[src/rtl/wp_gate_pkg.sv]
`timescale 1ns/1ps
package wp_gate_pkg;

  // Encodings of the stored protection-range field
  typedef enum logic [2:0] {
    PROT_NONE    = 3'b000,
    PROT_QUARTER = 3'b001,
    PROT_HALF    = 3'b010,
    PROT_ALL     = 3'b011,
    PROT_BLK1    = 3'b100,
    PROT_BLK2    = 3'b101,
    PROT_BLK4    = 3'b110,
    PROT_BLK8    = 3'b111
  } protSel_e;

  // Strobes from control to datapath
  typedef struct packed {
    logic loadAddr;   // capture bus byte address
    logic stepAddr;   // advance within page
    logic arrayPass;  // matched array write request
  } gateStrobe_t;

endpackage

[src/rtl/wp_gate_ctrl.sv]
`timescale 1ns/1ps
module wp_gate_ctrl
  import wp_gate_pkg::*;
#(
  parameter int SEL_W = 2
) (
  input  logic [SEL_W-1:0] selPins,
  input  logic [SEL_W-1:0] busSel,
  input  logic             loadAddr,
  input  logic             arrayWrReq,
  input  logic             ctrlWrReq,
  input  logic             wpPin,
  input  logic             wpEnBit,
  output logic             addrMatch,
  output logic             ctrlWrEn,
  output gateStrobe_t      strobe
);

  logic selHit;
  logic regLocked;

  // Per-bit comparison of strapped pins and received bits
  logic [SEL_W-1:0] bitEq;
  for (genvar i = 0; i < SEL_W; i++) begin : g_selCmp
    assign bitEq[i] = ~(selPins[i] ^ busSel[i]);
  end

  always_comb begin
    selHit    = &bitEq;
    regLocked = wpPin & wpEnBit;
  end

  always_comb begin
    addrMatch       = selHit;
    ctrlWrEn        = ctrlWrReq & selHit & ~regLocked;
    strobe.loadAddr = loadAddr & selHit;
    strobe.stepAddr = arrayWrReq & selHit & ~loadAddr;
    strobe.arrayPass = arrayWrReq & selHit;
  end

endmodule

[src/rtl/wp_gate_dp.sv]
`timescale 1ns/1ps
module wp_gate_dp
  import wp_gate_pkg::*;
#(
  parameter int ADDR_W    = 13,
  parameter int PAGE_W    = 6,
  parameter int BLK_BYTES = 64
) (
  input  logic              clk,
  input  logic              rstN,
  input  gateStrobe_t       strobe,
  input  logic [ADDR_W-1:0] byteAddr,
  input  logic [2:0]        protField,
  output logic [ADDR_W-1:0] arrAddr,
  output logic              arrayWrEn,
  output logic              pageEnd
);

  localparam int CW = ADDR_W + 1;
  localparam logic [CW-1:0] DEPTH   = CW'(1) << ADDR_W;
  localparam logic [CW-1:0] QUARTER = DEPTH >> 2;
  localparam logic [CW-1:0] HALF    = DEPTH >> 1;
  localparam logic [CW-1:0] BLK     = CW'(BLK_BYTES);

  logic [PAGE_W-1:0] offsetQ;

  always_ff @(posedge clk or negedge rstN) begin
    if (!rstN)                offsetQ <= '0;
    else if (strobe.loadAddr) offsetQ <= byteAddr[PAGE_W-1:0];
    else if (strobe.stepAddr) offsetQ <= offsetQ + 1'b1;
  end

  generate
    if (PAGE_W < ADDR_W) begin : g_split
      logic [ADDR_W-PAGE_W-1:0] pageQ;
      always_ff @(posedge clk or negedge rstN) begin
        if (!rstN)                pageQ <= '0;
        else if (strobe.loadAddr) pageQ <= byteAddr[ADDR_W-1:PAGE_W];
      end
      assign arrAddr = {pageQ, offsetQ};
    end else begin : g_single
      assign arrAddr = offsetQ;
    end
  endgenerate

  // Lower bound of the protected range; range always ends at the top
  logic [CW-1:0] protLo;
  always_comb begin
    unique case (protSel_e'(protField))
      PROT_NONE:    protLo = DEPTH;
      PROT_QUARTER: protLo = DEPTH - QUARTER;
      PROT_HALF:    protLo = DEPTH - HALF;
      PROT_ALL:     protLo = '0;
      default:      protLo = DEPTH - (BLK << protField[1:0]);
    endcase
  end

  logic inProt;
  always_comb begin
    inProt    = {1'b0, arrAddr} >= protLo;
    arrayWrEn = strobe.arrayPass & ~inProt;
    pageEnd   = &offsetQ;
  end

endmodule

[src/rtl/wp_gate.sv]
`timescale 1ns/1ps
module wp_gate
  import wp_gate_pkg::*;
#(
  parameter int ADDR_W    = 13,
  parameter int PAGE_W    = 6,
  parameter int BLK_BYTES = 64,
  parameter int SEL_W     = 2
) (
  input  logic              clk,
  input  logic              rstN,
  input  logic [SEL_W-1:0]  selPins,
  input  logic [SEL_W-1:0]  busSel,
  input  logic [ADDR_W-1:0] byteAddr,
  input  logic              loadAddr,
  input  logic              arrayWrReq,
  input  logic              ctrlWrReq,
  input  logic              wpPin,
  input  logic              wpEnBit,
  input  logic [2:0]        protField,
  output logic              addrMatch,
  output logic              arrayWrEn,
  output logic              ctrlWrEn,
  output logic [ADDR_W-1:0] arrAddr,
  output logic              pageEnd
);

  gateStrobe_t strobe;

  wp_gate_ctrl #(.SEL_W(SEL_W)) u_ctrl (
    .selPins    (selPins),
    .busSel     (busSel),
    .loadAddr   (loadAddr),
    .arrayWrReq (arrayWrReq),
    .ctrlWrReq  (ctrlWrReq),
    .wpPin      (wpPin),
    .wpEnBit    (wpEnBit),
    .addrMatch  (addrMatch),
    .ctrlWrEn   (ctrlWrEn),
    .strobe     (strobe)
  );

  wp_gate_dp #(
    .ADDR_W    (ADDR_W),
    .PAGE_W    (PAGE_W),
    .BLK_BYTES (BLK_BYTES)
  ) u_dp (
    .clk       (clk),
    .rstN      (rstN),
    .strobe    (strobe),
    .byteAddr  (byteAddr),
    .protField (protField),
    .arrAddr   (arrAddr),
    .arrayWrEn (arrayWrEn),
    .pageEnd   (pageEnd)
  );

endmodule

[config.mk]
export PLATFORM = sky130hd
export DESIGN_NAME = wp_gate
export DESIGN_NICKNAME = d
export VERILOG_FILES = /design/src/rtl/wp_gate_pkg.sv /design/src/rtl/wp_gate_ctrl.sv /design/src/rtl/wp_gate_dp.sv /design/src/rtl/wp_gate.sv
export SDC_FILE = /design/constraint.sdc
export NUM_CORES = 1
export LEC_CHECK = 0
export ABC_AREA = 1
export BUFFER_PORTS_ARGS = -buffer_cell sky130_fd_sc_hd__buf_2
export CORE_AREA = 2 2 60 45
export CTS_CLUSTER_DIAMETER = 120
export DETAILED_ROUTE_END_ITERATION = 7
export DIE_AREA = 0 0 62 47
export PLACE_DENSITY = 0.79
export SYNTH_ARGS = -nofsm -noshare
export SYNTH_HDL_FRONTEND = slang
export SYNTH_SLANG_ARGS = --single-unit
[constraint.sdc]
create_clock -name clk -period 1.95 [get_ports clk]
set_clock_uncertainty 0.15 [all_clocks]
set_input_delay 0.0975 -clock clk [delete_from_list [all_inputs] [get_ports clk]]
set_output_delay 0.0975 -clock clk [all_outputs]
set_load 0.005 [all_outputs]
==> impl_metrics.yaml <==
finish:
  diodes: 0
  seq_area_um2: 325
  num-nets-final: 242
  synthToLayoutAreaGrowth_pct: 33.5
  multi_input_area_um2: 613
  drive_gt1_frac: 0.265
  instances_no_fill: 238
  fill_cells: 222
worst_setup_path:
  path_class: "primary input to primary output"
  worstSetupStartpointType: "primary input"
  arrival_ns: 1.56
  end_kind: "primary output"
  crit_fanout: 4
  required_ns: 1.70
timing:
  worst_pin_slew_ns: 0.282
  finalHoldViolations: 0
  relSlewSlack: 0.812
  max_freq_mhz: 553
  drv_slew: 0
  setup_viol: 0
  rsz0062_at_grt: "false"
  finalWorstPathRequiredPeriod_ns: 1.81
  timing.hold.ws_ns: 0.00843
  fin_ws_ns: 0.143
  setup_tns_ns: 0
  min_period_over_period: 0.927
placed_design:
  io_buffer_count: 43
  dp.cells: 225
  place_hpwl_um: 1870
  place_congestion: 0.800
  pre_cts_ws_ns: 0.160
detailed_routing:
  route.detailed.drc: 0
  antenna_left: 0
  dr.first_iter.drc_count: 29
  wl_um: 2310
  via_per_inst: 4.46
  vias: 1061
  wl_per_cell_um: 9.71
  drtPass1Iterations: 4
floorplan:
  core-area_um2: 2350
  pin_count: 44
  initial_core_util: 0.449
  die_y_um: 47
  dieArea_um2: 2910
  fp.dieW_um: 62
  rows: 15
logic_synthesis:
  synthArstFlopShare: 1.00
  yosysMostFrequentCell: "nand2_1"
  ys_top_cells_by_area: "dfrtp_1, nand2_1, ha_1"
  synth_ff_type: "dfrtp_1"
  ys_types: 20
  yosysSeqAreaShare: 0.309
  yosys.area.top_type: "dfrtp_1"
  synth_top_area_frac: 0.309
  synth_edf_count: 0
  syn_nets: 188
  yosys_warnings: 0
  ys_ff_latch: 13
  syn_avg_cell_area_um2: 6.98
  syn_area_um2: 1050
  synth_common_cells: "nand2_1, inv_1, dfrtp_1, nand3_1, ha_1"
  synthCells: 151
power_and_ir_drop:
  p_leak_nw: 0.863
  vdd_drop_max_v: 0.000368
  p_per_area_nw_per_um2: 747
global_routing:
  met3_usage: 0.0579
  grt_overflow: 0
  grt_antenna_before_repair: 0
  grt_use_met1: 0.234
  grt_pass1_vias: 910
  grt_pass1_wl_um: 3670
  grtUsageMet2: 0.283
  grt_usage: 0.173
  grt.busiest_layer: "met2"
  grt_max_degree: 16
hold_path:
  hp-class: "primary input to register"
clock_tree:
  clock-root-buffer: "clkbuf_4"
  cts_buffers: 3
  cts_tree: "built"
  clk_pin_slew_ns: 0.08
  cts.sinks: 13
  cts.htree.levels: 1
  clk_latency_ns: 0.27
  cts_resized: 0
  cts_setup_buffers: 0
  cts_buffer_depth: 2
outcome:
  outcome: "completed"
flow_run:
  maxCapViolCount: 0
[final timing paths]
| path | startpoint | endpoint | slack [ns] | cells after the start |
|---|---|---|---|---|
| worst max-delay path | protField[0] | arrayWrEn | 0.14 | 12 |
| worst min-delay path | byteAddr[2] | u_dp.offsetQ[2] | 0.008 | 5 |
| worst max register to register | u_dp.offsetQ[0] | u_dp.offsetQ[4] | 0.59 | 7 |
| worst min register to register | u_dp.g_split.pageQ[2] | u_dp.g_split.pageQ[2] | 0.36 | 2 |
| max in group asynchronous | rstN | u_dp.g_split.pageQ[2] | 1.35 | 2 |
| min in group asynchronous | rstN | u_dp.offsetQ[4] | 0.07 | 2 |
[repair_timing]
action	4_1_cts	5_1_grt
hold buffers	9	0
setup endpoints to repair	0	0
hold endpoints to repair	21	0
[cell usage in the layout, fill, tap and decap left out, drive strengths merged]
master	instances
a21oi	6
buf	43
clkbuf	4
dfrtp	13
dlygate4sd3	9
ha	10
inv	25
nand2	61
nand3	13
nand4	6
nor2	6
nor3	1
o21ai	4
or2	1
xor2	2
[report_power, final]
group	internal (mW)	total [mW]	switching (mW)	leakage [nW]
logic	0.216	0.451	0.235	0.683
registers	0.349	0.434	0.0854	0.165
clock network	0.0793	0.165	0.0853	0.0150
total	0.644	1.05	0.406	0.863
[critical path: stages]
cell and delay, ns:
buf_2 0.11, nand2_1 0.12, inv_1 0.06, ha_1 0.26
nand2_1 0.06, ha_1 0.31, a21oi_1 0.16, nand3_1 0.09
nand2_1 0.06, inv_1 0.04, nor2_1 0.08, buf_2 0.12
[logic make-up (layout without fill, tap and decap cells)]
| group | Yosys count | after routing | synth area share |
|---|---|---|---|
| buffers and inverters | 28 | 81 | 0.109 |
| AO/OA/AOI/OAI | 10 | 10 | 0.0618 |
| flip-flops | 13 | 13 | 0.309 |
| adder cells (fa/ha/maj) | 10 | 10 | 0.119 |
| XOR/XNOR | 2 | 2 | 0.0166 |
| AND/OR/NAND/NOR | 88 | 88 | 0.385 |
[layer usage]
layer,vias to the layer above,part of all wire
li1,579,-
met1,461,0.50
met2,21,0.45
met3,0,0.049
met4,0,0
met5,-,0
[state kept, by name (all words and copies together), names as in the netlist]
signal / flops
u_dp.g_split.pageQ: 7
u_dp.offsetQ: 6
[area by class of cell]
class | instances | share of cell area
Timing Repair Buffer | 52 | 0.217
Sequential cell | 13 | 0.231
Clock buffer | 4 | 0.0187
Inverter | 25 | 0.0667
Multi-Input combinational cell | 110 | 0.436
Tap cell | 34 | 0.0302
[per-stage QoR]
step,area [um2],power (mW),utilization
global placement,1290,0.873,0.550
floorplan,1050,0.711,-
CTS,1410,1.06,0.599
global route,1410,1.16,0.599
detailed placement,1290,0.881,0.550
finish,1410,1.05,0.599
No activity file was read; power rests on OpenSTA's default activity.
